<file path="src/rtl/can_fc_pkg.sv">
package can_fc_pkg;
   typedef enum logic [1:0] {
      FC_ACTIVE  = 2'b00,
      FC_PASSIVE = 2'b01,
      FC_BUSOFF  = 2'b10
   } fc_state_e;
endpackage

</file>
<file path="src/rtl/can_fc_runlen.sv">
// Counts consecutive recessive samples while enabled; pulses when a run completes.
module can_fc_runlen #(
   parameter int RUN_LEN = 11
) (
   input  logic clk_i,
   input  logic rst_ni,
   input  logic enable_i,
   input  logic smp_i,
   input  logic rec_i,
   output logic run_done_o
);
   generate
      if (RUN_LEN < 2) begin : g_bad_len
         $error("can_fc_runlen: RUN_LEN must be at least 2");
      end
   endgenerate

   localparam int RUN_W = $clog2(RUN_LEN);
   localparam logic [RUN_W-1:0] LAST = RUN_W'(RUN_LEN - 1);

   logic [RUN_W-1:0] cnt_q, cnt_d;

   assign run_done_o = enable_i && smp_i && rec_i && (cnt_q == LAST);

   always_comb begin
      cnt_d = cnt_q;
      if (!enable_i)        cnt_d = '0;
      else if (smp_i) begin
         if (!rec_i)        cnt_d = '0;
         else if (run_done_o) cnt_d = '0;
         else               cnt_d = cnt_q + 1'b1;
      end
   end

   always_ff @(posedge clk_i or negedge rst_ni) begin
      if (!rst_ni) cnt_q <= '0;
      else         cnt_q <= cnt_d;
   end
endmodule

</file>
<file path="src/rtl/can_fc_rxcnt.sv">
// Receive error counter with saturation and reload window.
module can_fc_rxcnt #(
   parameter int CNT_W       = 8,
   parameter int PASSIVE_LIM = 128,
   parameter int RX_RELOAD   = 119
) (
   input  logic             clk_i,
   input  logic             rst_ni,
   input  logic             freeze_i,
   input  logic             clear_i,
   input  logic             wr_i,
   input  logic [CNT_W-1:0] wr_data_i,
   input  logic             err_i,
   input  logic             ok_i,
   output logic [CNT_W-1:0] cnt_o,
   output logic [CNT_W-1:0] cnt_nxt_o
);
   localparam logic [CNT_W-1:0] LIM    = CNT_W'(PASSIVE_LIM);
   localparam logic [CNT_W-1:0] RELOAD = CNT_W'(RX_RELOAD);

   logic [CNT_W-1:0] cnt_q;

   always_comb begin
      cnt_nxt_o = cnt_q;
      if (clear_i)           cnt_nxt_o = '0;
      else if (freeze_i)     cnt_nxt_o = cnt_q;
      else if (wr_i)         cnt_nxt_o = wr_data_i;
      else if (err_i) begin
         if (cnt_q < LIM)    cnt_nxt_o = cnt_q + 1'b1;
      end else if (ok_i) begin
         if (cnt_q >= LIM)   cnt_nxt_o = RELOAD;
         else if (cnt_q != '0) cnt_nxt_o = cnt_q - 1'b1;
      end
   end

   always_ff @(posedge clk_i or negedge rst_ni) begin
      if (!rst_ni) cnt_q <= '0;
      else         cnt_q <= cnt_nxt_o;
   end

   assign cnt_o = cnt_q;
endmodule

</file>
<file path="src/rtl/can_fault_conf.sv">
module can_fault_conf
   import can_fc_pkg::*;
#(
   parameter int CNT_W        = 8,
   parameter int TX_ERR_STEP  = 8,
   parameter int PASSIVE_LIM  = 128,
   parameter int RX_RELOAD    = 119,
   parameter int RUN_LEN      = 11,
   parameter int RECOVER_RUNS = 128
) (
   input  logic             clk_i,
   input  logic             rst_ni,
   input  logic             tx_err_i,
   input  logic             ack_err_i,
   input  logic             rx_err_i,
   input  logic             tx_ok_i,
   input  logic             rx_ok_i,
   input  logic             bit_smp_i,
   input  logic             bit_rec_i,
   input  logic             test_mode_i,
   input  logic             tst_wr_tec_i,
   input  logic             tst_wr_rec_i,
   input  logic [CNT_W-1:0] tst_data_i,
   output logic [1:0]       fc_state_o,
   output logic [CNT_W-1:0] tec_o,
   output logic [CNT_W-1:0] rec_o,
   output logic             busoff_irq_o
);
   localparam int CNT_MAX = (1 << CNT_W) - 1;
   localparam logic [CNT_W:0]   MAX_W  = (CNT_W+1)'(CNT_MAX);
   localparam logic [CNT_W:0]   STEP_W = (CNT_W+1)'(TX_ERR_STEP);
   localparam logic [CNT_W-1:0] LIM    = CNT_W'(PASSIVE_LIM);
   localparam logic [CNT_W-1:0] RCV_LAST = CNT_W'(RECOVER_RUNS - 1);

   generate
      if (PASSIVE_LIM > CNT_MAX || PASSIVE_LIM < 1) begin : g_bad_lim
         $error("can_fault_conf: PASSIVE_LIM out of counter range");
      end
      if (RX_RELOAD >= PASSIVE_LIM) begin : g_bad_reload
         $error("can_fault_conf: RX_RELOAD must lie below PASSIVE_LIM");
      end
      if (RECOVER_RUNS > CNT_MAX || RECOVER_RUNS < 1) begin : g_bad_runs
         $error("can_fault_conf: RECOVER_RUNS out of counter range");
      end
      if (TX_ERR_STEP < 1 || TX_ERR_STEP > CNT_MAX) begin : g_bad_step
         $error("can_fault_conf: TX_ERR_STEP out of range");
      end
   endgenerate

   fc_state_e        st_q, st_d;
   logic [CNT_W-1:0] tec_q, tec_d;
   logic             irq_q, irq_d;
   logic             busoff, run_done, rec_clear, wr_tec;
   logic [CNT_W-1:0] rec_nxt;
   logic [CNT_W:0]   tx_sum;

   assign busoff = (st_q == FC_BUSOFF);
   assign wr_tec = test_mode_i && tst_wr_tec_i;
   assign tx_sum = {1'b0, tec_q} + STEP_W;

   can_fc_runlen #(.RUN_LEN(RUN_LEN)) u_runlen (
      .clk_i      (clk_i),
      .rst_ni     (rst_ni),
      .enable_i   (busoff),
      .smp_i      (bit_smp_i),
      .rec_i      (bit_rec_i),
      .run_done_o (run_done)
   );

   can_fc_rxcnt #(
      .CNT_W       (CNT_W),
      .PASSIVE_LIM (PASSIVE_LIM),
      .RX_RELOAD   (RX_RELOAD)
   ) u_rxcnt (
      .clk_i     (clk_i),
      .rst_ni    (rst_ni),
      .freeze_i  (busoff),
      .clear_i   (rec_clear),
      .wr_i      (test_mode_i && tst_wr_rec_i),
      .wr_data_i (tst_data_i),
      .err_i     (rx_err_i),
      .ok_i      (rx_ok_i),
      .cnt_o     (rec_o),
      .cnt_nxt_o (rec_nxt)
   );

   always_comb begin
      tec_d     = tec_q;
      st_d      = st_q;
      irq_d     = 1'b0;
      rec_clear = 1'b0;
      if (busoff) begin
         if (run_done) begin
            if (tec_q == RCV_LAST) begin
               tec_d     = '0;
               st_d      = FC_ACTIVE;
               rec_clear = 1'b1;
            end else begin
               tec_d = tec_q + 1'b1;
            end
         end
      end else begin
         if (wr_tec) begin
            tec_d = tst_data_i;
         end else if (tx_err_i) begin
            if (tx_sum > MAX_W) begin
               tec_d = '0;
               irq_d = 1'b1;
            end else begin
               tec_d = tx_sum[CNT_W-1:0];
            end
         end else if (ack_err_i) begin
            tec_d = (tx_sum > MAX_W) ? MAX_W[CNT_W-1:0] : tx_sum[CNT_W-1:0];
         end else if (tx_ok_i && tec_q != '0) begin
            tec_d = tec_q - 1'b1;
         end
         if (irq_d)                                   st_d = FC_BUSOFF;
         else if (tec_d >= LIM || rec_nxt >= LIM)     st_d = FC_PASSIVE;
         else                                         st_d = FC_ACTIVE;
      end
   end

   always_ff @(posedge clk_i or negedge rst_ni) begin
      if (!rst_ni) begin
         st_q  <= FC_ACTIVE;
         tec_q <= '0;
         irq_q <= 1'b0;
      end else begin
         st_q  <= st_d;
         tec_q <= tec_d;
         irq_q <= irq_d;
      end
   end

   assign fc_state_o   = st_q;
   assign tec_o        = tec_q;
   assign busoff_irq_o = irq_q;
endmodule

</file>
<file path="config.mk">
export PLATFORM = sky130hd
export DESIGN_NAME = can_fault_conf
export DESIGN_NICKNAME = d
export VERILOG_FILES = /design/src/rtl/can_fc_pkg.sv /design/src/rtl/can_fc_runlen.sv /design/src/rtl/can_fc_rxcnt.sv /design/src/rtl/can_fault_conf.sv
export SDC_FILE = /design/constraint.sdc
export NUM_CORES = 1
export LEC_CHECK = 0
export BUFFER_PORTS_ARGS = -buffer_cell sky130_fd_sc_hd__buf_2
export CAP_MARGIN = 20
export CORE_UTILIZATION = 25
export CTS_CLUSTER_DIAMETER = 120
export DETAILED_ROUTE_END_ITERATION = 16
export PLACE_DENSITY = 0.42
export SLEW_MARGIN = 20
export SYNTH_ARGS = -nofsm -noshare
export SYNTH_HDL_FRONTEND = slang
export SYNTH_SLANG_ARGS = --single-unit
</file>
<file path="constraint.sdc">
create_clock -name clk_i -period 4.22 [get_ports clk_i]
set_clock_uncertainty 0.05 [all_clocks]
set_input_delay 0.422 -clock clk_i [delete_from_list [all_inputs] [get_ports clk_i]]
set_output_delay 0.422 -clock clk_i [all_outputs]
set_load 0.02 [all_outputs]
</file>
# Word level (Yosys, flattened, before mapping)
# Cells that the tools add are included.
[word_totals] ff_bits=23 latchBits=0 ramBits=0 mem_bits_ro=0 mem_count=0
[classes] n_addsub=6 multipliers=0 div=0 order_cmp=5 eq_ne=6 n_shift=0 n_mux=35 n_bitwise=0 n_reduce_logical=10
[op_table] op="two-way mux 8 bit" count=18
[op_table] op="greater-or-equal comparator 8 bit (second input constant)" count=3
[op_table] op="adder 8 x 1 -> 8 bit (second input constant)" count=2
[op_table] op="two-way mux 4 bit" count=4
[op_table] op="nonzero test 8 bit" count=2
[op_table] op="subtractor 8 x 1 -> 8 bit (second input constant)" count=2
[op_table] op="adder 8 x 4 -> 9 bit (second input constant)" count=1
[op_table] op="> comparator 9 x 8 -> 1 bit (second input constant)" count=1
[op_table] op="two-way mux 1 bit" count=9
[op_table] op="equality test 8 x 7 -> 1 bit (second input constant)" count=1
[op_table] op="< comparator 8 bit (second input constant)" count=1
[op_table] op="two-way mux 2 bit" count=4
[op_table] op="logical AND 1 bit" count=6
[op_table] op="inequality test 2 bit (second input constant)" count=3
[op_table] op="adder 4 x 1 -> 4 bit (second input constant)" count=1
[op_table] op="equality test 4 bit (second input constant)" count=1
[op_table] op="equality test 2 bit (second input constant)" count=1
[op_table] op="AND reduction 2 bit" count=1
[op_table] op="logical OR 1 bit" count=1

# Depth between registers and ports, before layout
# Gate-level depths: netlist of the first run.
[depth] depth_word=13 depth_mapped=8 mapped_depth_nobuf=7

# Cells and area by module
# Synthesis of the first run repeated with hierarchy kept, for this count alone.
[hier_totals] hier_cells=309 area_unflattened_um2=2496.1
[modules_own_cells] mod="can_fault_conf" instances=1 cells_each=155 area_per_inst_um2=1268.7
[modules_own_cells] mod="can_fc_rxcnt" instances=1 cells_each=128 area_per_inst_um2=977.2
[modules_own_cells] mod="can_fc_runlen" instances=1 cells_each=26 area_per_inst_um2=250.2

# Least setup slack after synthesis of the first run
# Ideal clock, no wire load.
[synth_timing] path_type="register -> register" start="reg tec_q[4] (netlist: tec_o[4])" end="reg tec_q[6] (netlist: tec_o[6])" setup_ns=0.126 arrival_time_ns=2.154 slack_ns=1.890 path_stages_with_launch=8 n_path_buf=1 synth_period_minus_slack_ns=2.330 path_cell_list="dfrtp_1 -> clkbuf_1 -> inv_1 -> ha_1 -> nand2_1 -> o2111ai_1 -> o41a_1 -> a221o_1"
[synth_between] elab_chain_cells=8 elab_cells_between_ends=17 cone_classes="add/sub: 3; order compare: 1; eq/ne: 1; mux: 10; reduce/logical: 2"
[synth_lines] item="start: declaration" line_no="can_fault_conf.sv:51" text="logic [CNT_W-1:0] tec_q, tec_d;"
[synth_lines] item="start signal: assignment" line_no="can_fault_conf.sv:130" text="tec_q <= tec_d;"
[synth_lines] item="adder 8 x 4 -> 9 bit or nonzero test 8 bit (tied branches)" line_no="can_fault_conf.sv:59, can_fault_conf.sv:114"
[synth_lines] item="> comparator 9 x 8 -> 1 bit or logical AND 1 bit (tied branches)" line_no="can_fault_conf.sv:106, can_fault_conf.sv:113, can_fault_conf.sv:114"
[synth_lines] item="two-way mux 8 bit (on tied branches)" line_no="can_fault_conf.sv:113, can_fault_conf.sv:114"
[synth_lines] item="two-way mux 8 bit" line_no="can_fault_conf.sv:112" text="end else if (ack_err_i) begin"
[synth_lines] item="two-way mux 8 bit" line_no="can_fault_conf.sv:105" text="end else if (tx_err_i) begin"
[synth_lines] item="two-way mux 8 bit" line_no="can_fault_conf.sv:103" text="if (wr_tec) begin"
[synth_lines] item="two-way mux 8 bit" line_no="can_fault_conf.sv:92" text="if (busoff) begin"
[synth_lines] item="two-way mux 8 bit *" line_no="can_fault_conf.sv:92"
# Every way passes the cells marked *; elsewhere a longest branch is shown, timed or not. The select of a mux whose other input is x is not followed.
# A chain may end at the register's enable or synchronous reset.

# Final worst setup path of the first run
[layout_timing] start="reg tec_q[4] (netlist: tec_o[4])" end="reg tec_q[4] (netlist: tec_o[4])"
# The elaborated chain is that of the path after synthesis.

==> results of run 1 <==
state kept, by name, summed over array words and instances, names as in the netlist:
| name | cells |
|---|---|
| fc_state_o | 2 |
| busoff_irq_o | 1 |
| u_rxcnt.cnt_o | 8 |
| u_runlen.cnt_q | 4 |
| tec_o | 8 |
Yosys cell counts (all sizes together) (6+ instances only):
cell type	number	area (µm²)
o21ai	25	125
nand2	24	90.1
dfrtp	23	576
nor2	18	67.6
a21oi	17	85.1
clkbuf	16	60.1
inv	14	52.6
nand3	14	70.1
nor3	12	65.1
ha	10	125
nand4	9	56.3
nor2b	6	37.5
xnor2	6	52.6
how the worst max path moves through the flow:
stage                              from       end  slack, ns
after floorplan                tec_o[4]  tec_o[6]       1.89
after global placement    fc_state_o[1]  tec_o[3]       1.42
after detailed placement  fc_state_o[0]  tec_o[3]       1.46
after CTS                 fc_state_o[0]  tec_o[3]       1.46
after global routing           tec_o[3]  tec_o[4]       1.38
final                          tec_o[4]  tec_o[4]       1.58
worst register-to-register path, cell delays in order, from the launching register on:
cell,delay (ns)
sky130_fd_sc_hd__dfrtp_1,0.60
sky130_fd_sc_hd__inv_1,0.15
sky130_fd_sc_hd__ha_1,0.32
sky130_fd_sc_hd__nand2_1,0.06
sky130_fd_sc_hd__o2111ai_1,0.47
sky130_fd_sc_hd__o41a_1,0.36
sky130_fd_sc_hd__nand3_1,0.19
sky130_fd_sc_hd__o31ai_1,0.33
per-stage QoR:
stage               hold slack [ns]  instances  power (mW)  worst slack, ns  instance area [µm²]
finish                       0.0814        425       0.523             1.58                 2550
global route                  0.126        425       0.555             1.38                 2550
CTS                           0.112        425       0.530             1.46                 2550
detailed placement            0.411        421       0.381             1.46                 2510
global placement              0.423        421       0.384             1.42                 2510
floorplan                    0.0764        294       0.334             1.89                 2260
kinds of logic (layout without fill, tap and decap cells):
| family | after synthesis | after routing | share of synthesized area, % |
|---|---|---|---|
| and+or+nand+nor | 119 | 119 | 28.4 |
| AOI/OAI and AO/OA | 93 | 93 | 28.3 |
| buffers and inverters | 33 | 56 | 5.66 |
| DFF | 23 | 23 | 25.5 |
| adders and majority gates | 10 | 10 | 5.55 |
| xor gates and xnor gates | 10 | 10 | 3.88 |
| muxes | 6 | 6 | 2.72 |
final cells by class:
class | count | area (µm²)
inverter | 14 | 52.6
timing repair buffer | 38 | 190
multi-input combinational | 238 | 1560
sequential | 23 | 576
tap | 108 | 135
clock buffer | 3 | 41.3
fill | 941 | 6170
clock inverter | 1 | 5.00
where the power goes:
group / total, mW / internal [mW] / switching (mW) / leakage [nW]
registers: 0.251 / 0.229 / 0.0218 / 0.292
clock network: 0.146 / 0.0662 / 0.0798 / 0.0255
logic: 0.126 / 0.0488 / 0.0774 / 0.748
total: 0.523 / 0.344 / 0.179 / 1.07
cells in the final DEF (no fill, tap or decap), types with 3 or more instances in the layout:
| master | count |
|---|---|
| sky130_fd_sc_hd__a21oi_1 | 17 |
| sky130_fd_sc_hd__a221oi_1 | 5 |
| sky130_fd_sc_hd__a22oi_1 | 3 |
| sky130_fd_sc_hd__a31oi_1 | 4 |
| sky130_fd_sc_hd__a41oi_1 | 3 |
| sky130_fd_sc_hd__and2_1 | 4 |
| sky130_fd_sc_hd__and3_1 | 5 |
| sky130_fd_sc_hd__buf_2 | 38 |
| sky130_fd_sc_hd__clkbuf_8 | 3 |
| sky130_fd_sc_hd__dfrtp_1 | 23 |
| sky130_fd_sc_hd__ha_1 | 10 |
| sky130_fd_sc_hd__inv_1 | 14 |
| sky130_fd_sc_hd__mux2i_1 | 5 |
| sky130_fd_sc_hd__nand2_1 | 24 |
| sky130_fd_sc_hd__nand2b_1 | 5 |
| sky130_fd_sc_hd__nand3_1 | 14 |
| sky130_fd_sc_hd__nand4_1 | 9 |
| sky130_fd_sc_hd__nor2_1 | 18 |
| sky130_fd_sc_hd__nor2b_1 | 5 |
| sky130_fd_sc_hd__nor3_1 | 11 |
| sky130_fd_sc_hd__nor4_1 | 5 |
| sky130_fd_sc_hd__o21ai_0 | 24 |
| sky130_fd_sc_hd__o22ai_1 | 3 |
| sky130_fd_sc_hd__o311ai_0 | 3 |
| sky130_fd_sc_hd__o31ai_1 | 4 |
| sky130_fd_sc_hd__or3_1 | 3 |
| sky130_fd_sc_hd__xnor2_1 | 6 |
| sky130_fd_sc_hd__xor2_1 | 4 |
metal layers:
metal	GRT usage, %	vias to the layer above	wire (µm)
met4	4.36	0	110
li1	-	1168	-
met1	23.4	1130	3700
met3	2.82	10	406
met5	0	-	0
met2	25.0	81	3490
==> impl_metrics.yaml, run 1 <==
pwr:
  ir_drop_worst_vdd_mv: 0.0937
  static-leakage-power_nw: 1.07
  power-per-cell-area_nw_per_um2: 205
clocking:
  cts-hold-fix-buffers: 0
  worstSkewPairLatency_ns: 0.27
  tritoncts: "yes"
  buffer_levels_on_the_longest_clock_path: 2
  cts_made_buffers: 3
  htreeDepth: 1
  cts_sinks: 23
  cts-resized-gates: 0
  post_cts.repair.setup_buffers: 0
  clk_transition_reported_paths_ns: 0.09
  ctsRootBufferMaster: "sky130_fd_sc_hd__clkbuf_8"
synthesis:
  synth_area_um2: 2260
  asyncSetResetFlopFracSynth_pct: 100
  synthDistinctLibCells: 62
  register_bit_count_reported_by_yosys: 23
  synthesis.instances: 294
  synth-edff-count: 0
  synth_sequential_area_ratio_pct: 25.5
  syn-num-nets: 324
  synth_ff_type: "sky130_fd_sc_hd__dfrtp_1"
  yosysWarningCount: 0
  synth_area_per_cell_um2: 7.67
final_layout:
  share_of_cells_above_drive_strength_1_pct: 16.7
  finalCoreUtilization_pct: 29.3
  insertedDiodeCount: 0
  synthToLayoutAreaGrowth_pct: 13.3
  final_nets: 348
timing:
  worstMarginPinSlew_ns: 0.714
  final-max-slew-violation-count: 0
  fmaxAchievable_ghz: 0.379
  period_minus_slack_ns: 2.64
  finalCritPeriodShare_pct: 62.5
  finalHoldViolCount: 0
  slew_headroom_pct: 52.4
  grt_setup_unrepaired: "no"
  setup_tns_ns: 0
  report.final.setup_viol: 0
setup_path:
  worstSetupPathType: "flip-flop to flip-flop"
  timing.critical_path.to_type: "flip-flop"
  cp_num_cells: 7
  cp_cell_sequence: "inv_1, ha_1, nand2_1, o2111ai_1, o41a_1, nand3_1, o31ai_1"
  reg2reg_to: "tec_o[4]"
  worst-endpoint-required_ns: 4.34
  critical_path_buf_inv_count: 1
  critPathMaxFanout: 12
  crit_slowest_cell: "sky130_fd_sc_hd__dfrtp_1"
  worst_setup_path_start_kind: "flip-flop"
  critical_path.reg2reg.startpoint: "tec_o[4]"
  ff2ff_setup_slack_ns: 1.58
  slowest_delay_ns: 0.60
  cp_delay_by_family_top: "compound AO/OA/AOI/OAI gates"
  timing.critical_path.arrival_ns: 2.76
  r2r.worst_path.cells: 7
routing:
  drt_pre_antenna_iters: 5
  route.final.wire_length_um: 7710
  first_iter_violations: 176
  antenna_violating_nets_left: 0
  routed-via-count: 2389
  routed_len_inst_um: 18.1
  vias_per_cell: 5.62
  drc: 0
global_route:
  grt_use_total_pct: 16.3
  pin_count_of_the_biggest_net_entering_global_routing: 24
  grt_pass1_wl_um: 12400
  grt_remaining_overflow: 0
  grt_antenna_before_repair: 0
  via_count_of_the_first_global_routing_pass: 2258
place:
  buffer_ports.inserted: 38
  final_hpwl_dp_um: 5740
  gp_routability_congestion: 0.824
floorplan:
  chipHeight_um: 97.0
  core_um2: 8720
  die_w_um: 97.0
  dieArea_um2: 9410
  io_pins: 39
  row_count: 34
  initial_utilization_pct: 25.9
run:
  maximum_capacitance_violations: 0
run_status:
  run_status: "complete, no violations"
hold_path:
  worstHoldPathType: "input port to async pin"
(Power assumes the default switching activity.)
==> inputs of run 2 (changes only) <==
Settings changed: PLACE_DENSITY 0.42 to 0.43.
Clock period 4.22 ns to 2.4 ns, I/O delays scaled along.
==> run 2 against run 1 <==
Against the previous run: total power grew 80%; sequential power grew 71%; sequential share of layout area shrank 1.5 points; combinational power grew 100%; hold slack gained 0.12 ns; routed wire length grew 6.6%; design area grew 7.3%; die area is the same; critical path type unchanged.
==> impl_metrics.yaml, run 2 (same netlist as run 1, synthesis figures left out) <==
run_status:
  run_status: "complete, no violations"
clocking:
  cts_made_buffers: 3
  htreeDepth: 1
  buffer_levels_on_the_longest_clock_path: 2
  post_cts.repair.setup_buffers: 0
  ctsRootBufferMaster: "sky130_fd_sc_hd__clkbuf_8"
  worstSkewPairLatency_ns: 0.27
  tritoncts: "yes"
  cts_sinks: 23
  clk_transition_reported_paths_ns: 0.09
final_layout:
  insertedDiodeCount: 0
  finalCoreUtilization_pct: 31.4
  synthToLayoutAreaGrowth_pct: 21.6
  mostFrequentLayoutCells: "38 x sky130_fd_sc_hd__buf_2, 24 x sky130_fd_sc_hd__nand2_1, 24 x sky130_fd_sc_hd__o21ai_0, 23 x sky130_fd_sc_hd__dfrtp_1, 23 x sky130_fd_sc_hd__buf_4"
  share_of_cells_above_drive_strength_1_pct: 22.3
  final_nets: 372
  commonest_non_fill_non_tap_cell_in_the_layout: "sky130_fd_sc_hd__buf_2"
global_route:
  via_count_of_the_first_global_routing_pass: 2375
  grt_remaining_overflow: 0
  pin_count_of_the_biggest_net_entering_global_routing: 24
  grt_pass1_wl_um: 13100
  grt_antenna_before_repair: 0
  grt_use_total_pct: 17.3
hold_path:
  worstHoldPathType: "input port to flip-flop"
  worstHoldStart: "tst_data_i[3]"
pwr:
  comb_power_share_pct: 26.9
  pwr-share-clk_pct: 27.7
  power-per-cell-area_nw_per_um2: 344
  static-leakage-power_nw: 1.19
  power.share.switching_pct: 34.5
  power_frac_seq_pct: 45.4
  post-layout-total-power_mw: 0.943
  switching_power_mw: 0.325
  intPower_mw: 0.617
  ir_drop_worst_vdd_mv: 0.147
routing:
  route.final.wire_length_um: 8220
  first_iter_violations: 153
  antenna_violating_nets_left: 0
  routed-via-count: 2496
  drc: 0
  vias_per_cell: 5.56
  drt_pre_antenna_iters: 4
  routed_len_inst_um: 18.3
floorplan:
  chipHeight_um: 97.0
  dieArea_um2: 9410
  io_pins: 39
  core_um2: 8720
  initial_utilization_pct: 25.9
  die_w_um: 97.0
  row_count: 34
timing:
  period_minus_slack_ns: 2.26
  finalCritPeriodShare_pct: 94.4
  report.final.setup_viol: 0
  timing.hold.ws_ns: 0.201
  worstMarginPinSlew_ns: 0.595
  setup_tns_ns: 0
  grt_setup_unrepaired: "no"
  finalHoldViolCount: 0
  slew_headroom_pct: 59.8
  postLayoutSetupSlackWorst_ns: 0.135
  fmaxAchievable_ghz: 0.442
  final-max-slew-violation-count: 0
setup_path:
  timing.critical_path.arrival_ns: 2.36
  critPathLaunch: "tec_o[4]"
  critPathMaxFanout: 5
  worstSetupPathType: "flip-flop to flip-flop"
  timing.critical_path.to_type: "flip-flop"
  worst-endpoint-required_ns: 2.49
  critical_path.reg2reg.startpoint: "tec_o[4]"
  worst_setup_path_start_kind: "flip-flop"
  ff2ff_setup_slack_ns: 0.14
place:
  placement.setup.worst_slack_ns: 0.147
  final_hpwl_dp_um: 6130
  buffer_ports.inserted: 38
  gp_routability_congestion: 0.882
run:
  maximum_capacitance_violations: 0
-- run 2: changes by cell type in the layout (fill, tap and decap cells not counted), sizes merged --
cell / delta
buf: +23
dlygate4sd3: +1
-- run 2: power by group through the flow --
stage | Clock [mW] | Combinational [mW] | Sequential, mW
after floorplan | 0 | 0.150 | 0.436
after global placement | 0 | 0.253 | 0.434
after detailed placement | 0 | 0.250 | 0.434
after CTS | 0.272 | 0.252 | 0.427
after global routing | 0.287 | 0.281 | 0.430
final | 0.261 | 0.253 | 0.428
-- run 2: worst max-delay path, stage by stage, from the launching register on --
cell and delay [ns]:
sky130_fd_sc_hd__dfrtp_1 0.45, sky130_fd_sc_hd__ha_1 0.26, sky130_fd_sc_hd__xor2_1 0.22, sky130_fd_sc_hd__o2111ai_1 0.20, sky130_fd_sc_hd__o41a_1 0.54, sky130_fd_sc_hd__o21ai_0 0.28, sky130_fd_sc_hd__o31ai_1 0.15
-- run 2: per-layer routing --
layer  vias up  global-route usage [%]  wire (µm)
li1       1209                       -          -
met1      1196                    24.7       3800
met2        87                    27.6       3870
met3         4                    3.11        498
met4         0                    2.76         43
met5         -                       0          0
-- run 2: worst paths after layout --
kind,end,cells after the start
setup / recovery,tec_o[0],6
hold reg to reg,u_runlen.cnt_q[3],2
max in group asynchronous,tec_o[3],2
min in group asynchronous,u_rxcnt.cnt_o[1],2
setup reg to reg,tec_o[0],6
hold / removal,u_rxcnt.cnt_o[3],3
-- run 2: cell type report --
class | instances | area, µm²
Sequential cell | 23 | 576
Multi-Input combinational cell | 238 | 1560
Fill cell | 948 | 5980
Clock buffer | 3 | 41.3
Inverter | 14 | 52.6
Tap cell | 108 | 135
Clock inverter | 1 | 5.00
Timing Repair Buffer | 62 | 373
-- run 2: what timing repair did --
| action | 4_1_cts | 5_1_grt |
|---|---|---|
| hold buffers | 1 | 0 |
| resized for setup | 0 | 1 |
| endpoints found under the hold margin | 23 | 0 |
| endpoints found under the setup margin | 0 | 1 |
-- run 2: stage by stage --
stage,instances,area [µm²]
2_1_floorplan,294,2260
3_3_place_gp,444,2680
3_5_place_dp,444,2680
4_1_cts,449,2740
5_1_grt,449,2740
6_report,449,2740
==> inputs of run 3 (changes only) <==
Settings changed: PLACE_DENSITY 0.43 to 0.42.
Clock period 2.4 ns to 2.5 ns, I/O delays scaled along.
==> run 3 against run 2 <==
Against the previous run: register-to-register slack improved by 0.04 ns; final cell count decreased by 1.8%; maximum frequency decreased by 2.7%; worst setup slack improved by 0.036 ns; die area unchanged; combinational power decreased by 7%; largest cell class unchanged; count of clock-buffer cells in the layout unchanged; clock power decreased by 7%; global-route usage increased by 0.37 points; sequential power decreased by 4%; largest power group unchanged.
==> impl_metrics.yaml, run 3 (same netlist as run 1, synthesis figures left out) <==
run_status:
  run_status: "complete, no violations"
timing:
  period_minus_slack_ns: 2.33
  timing.hold.ws_ns: 0.209
  postLayoutSetupSlackWorst_ns: 0.171
  setup_tns_ns: 0
  report.final.setup_viol: 0
  finalCritPeriodShare_pct: 93.1
  slew_headroom_pct: 60.1
  worstMarginPinSlew_ns: 0.598
  fmaxAchievable_ghz: 0.429
  final-max-slew-violation-count: 0
  grt_setup_unrepaired: "no"
  finalHoldViolCount: 0
place:
  gp_routability_congestion: 0.922
  placed_cell_area_um2: 2620
  final_hpwl_dp_um: 6180
  placement.setup.worst_slack_ns: 0.0775
  buffer_ports.inserted: 38
routing:
  routed_len_inst_um: 18.5
  routed-via-count: 2497
  drc: 0
  route.final.wire_length_um: 8150
  first_iter_violations: 110
  antenna_violating_nets_left: 0
  drt_pre_antenna_iters: 4
  vias_per_cell: 5.66
final_layout:
  insertedDiodeCount: 0
  commonest_non_fill_non_tap_cell_in_the_layout: "sky130_fd_sc_hd__buf_2"
  synthToLayoutAreaGrowth_pct: 18.9
  layout.filler_cells: 940
  final_nets: 364
  share_of_cells_above_drive_strength_1_pct: 20.4
  final_area_um2: 2680
  mostFrequentLayoutCells: "38 x sky130_fd_sc_hd__buf_2, 24 x sky130_fd_sc_hd__nand2_1, 23 x sky130_fd_sc_hd__o21ai_0, 23 x sky130_fd_sc_hd__dfrtp_1, 18 x sky130_fd_sc_hd__nor2_1"
floorplan:
  die_w_um: 97.0
  io_pins: 39
  initial_utilization_pct: 25.9
  chipHeight_um: 97.0
  row_count: 34
  core_um2: 8720
  dieArea_um2: 9410
pwr:
  intPower_mw: 0.588
  power-per-cell-area_nw_per_um2: 332
  post-layout-total-power_mw: 0.890
  pwr-share-clk_pct: 27.2
  power_frac_seq_pct: 46.4
  switching_power_mw: 0.302
  ir_drop_worst_vdd_mv: 0.158
  comb_power_share_pct: 26.4
  power.share.switching_pct: 33.9
  static-leakage-power_nw: 1.14
clocking:
  cts_made_buffers: 3
  buffer_levels_on_the_longest_clock_path: 2
  htreeDepth: 1
  post_cts.repair.setup_buffers: 0
  worstSkewPairLatency_ns: 0.27
  clk_transition_reported_paths_ns: 0.09
  cts_sinks: 23
  tritoncts: "yes"
  ctsRootBufferMaster: "sky130_fd_sc_hd__clkbuf_8"
setup_path:
  critPathLaunch: "tec_o[6]"
  critPathMaxFanout: 13
  worst_setup_path_start_kind: "flip-flop"
  cpMostUsedCell: "sky130_fd_sc_hd__nand3_1"
  r2r.worst_path.cells: 5
  critical_path.reg2reg.startpoint: "tec_o[6]"
  cp_cell_sequence: "nand3_1, xnor2_1, o41a_1, nand3_1, o31ai_1"
  timing.critical_path.to: "tec_o[3]"
  worst-endpoint-required_ns: 2.62
  timing.critical_path.arrival_ns: 2.45
  crit_slowest_cell: "sky130_fd_sc_hd__dfrtp_1"
  slowest_delay_ns: 0.67
  cp_delay_by_family_top: "flip-flops"
  worstSetupPathType: "flip-flop to flip-flop"
  timing.critical_path.to_type: "flip-flop"
  critical_path_buf_inv_count: 0
  ff2ff_setup_slack_ns: 0.17
  reg2reg_to: "tec_o[3]"
  cp_num_cells: 5
run:
  maximum_capacitance_violations: 0
global_route:
  grt_antenna_before_repair: 0
  grt_use_total_pct: 17.7
  grt_remaining_overflow: 0
  pin_count_of_the_biggest_net_entering_global_routing: 24
  grt_pass1_wl_um: 13500
  via_count_of_the_first_global_routing_pass: 2446
hold_path:
  worstHoldPathType: "input port to flip-flop"
-- run 3: cell types whose count changed in the layout (fill, tap and decap cells not counted), sizes merged --
| cell | previous run | this run |
|---|---|---|
| buf | 61 | 53 |
-- run 3: how the worst min path moves through the flow --
stage	startpoint	end	slack (ns)	cells past startpoint
2_1_floorplan	rst_ni	busoff_irq_o	-0.1	0
3_3_place_gp	rst_ni	u_rxcnt.cnt_o[1]	0.25	1
3_5_place_dp	rst_ni	u_rxcnt.cnt_o[1]	0.24	1
4_1_cts	tst_data_i[3]	u_rxcnt.cnt_o[3]	0.20	3
5_1_grt	tst_data_i[3]	u_rxcnt.cnt_o[3]	0.21	3
6_report	tst_data_i[3]	u_rxcnt.cnt_o[3]	0.21	3
-- run 3: timing repair --
item	in CTS	in global routing
setup endpoints to repair	0	5
hold buffers	1	0
endpoints found under the hold margin	23	0
gates resized for setup	0	2
-- run 3: power groups by stage --
stage	Sequential, mW	Combinational, mW	Clock, mW
finish	0.413	0.235	0.242
global route	0.417	0.264	0.269
CTS	0.412	0.234	0.258
detailed placement	0.420	0.232	0
global placement	0.420	0.235	0
floorplan	0.419	0.144	0
-- run 3: area by class of cell --
class / instances / area, µm² / area share, %
clock buffer: 3 / 41.3 / 1.54
clock inverter: 1 / 5.00 / 0.187
inverter: 14 / 52.6 / 1.96
multi-input combinational: 238 / 1560 / 58.1
sequential: 23 / 576 / 21.5
tap: 108 / 135 / 5.04
timing repair buffer: 54 / 313 / 11.7
-- run 3: tightest hold or removal path: stages --
cell                      delay [ns]
sky130_fd_sc_hd__buf_2          0.11
sky130_fd_sc_hd__nand2_1        0.06
sky130_fd_sc_hd__a31oi_1        0.07
-- run 3: metal layers --
| layer | GRT usage (%) | part of all wire, % |
|---|---|---|
| met5 | 0 | 0 |
| met4 | 4.25 | 1.4 |
| met3 | 2.38 | 4.8 |
| met2 | 28.3 | 46 |
| met1 | 25.1 | 48 |
-- run 3: through the flow --
stage	util, %	std cells
floorplan	-	294
global placement	30.0	436
detailed placement	30.0	436
CTS	30.7	441
global route	30.7	441
finish	30.7	441
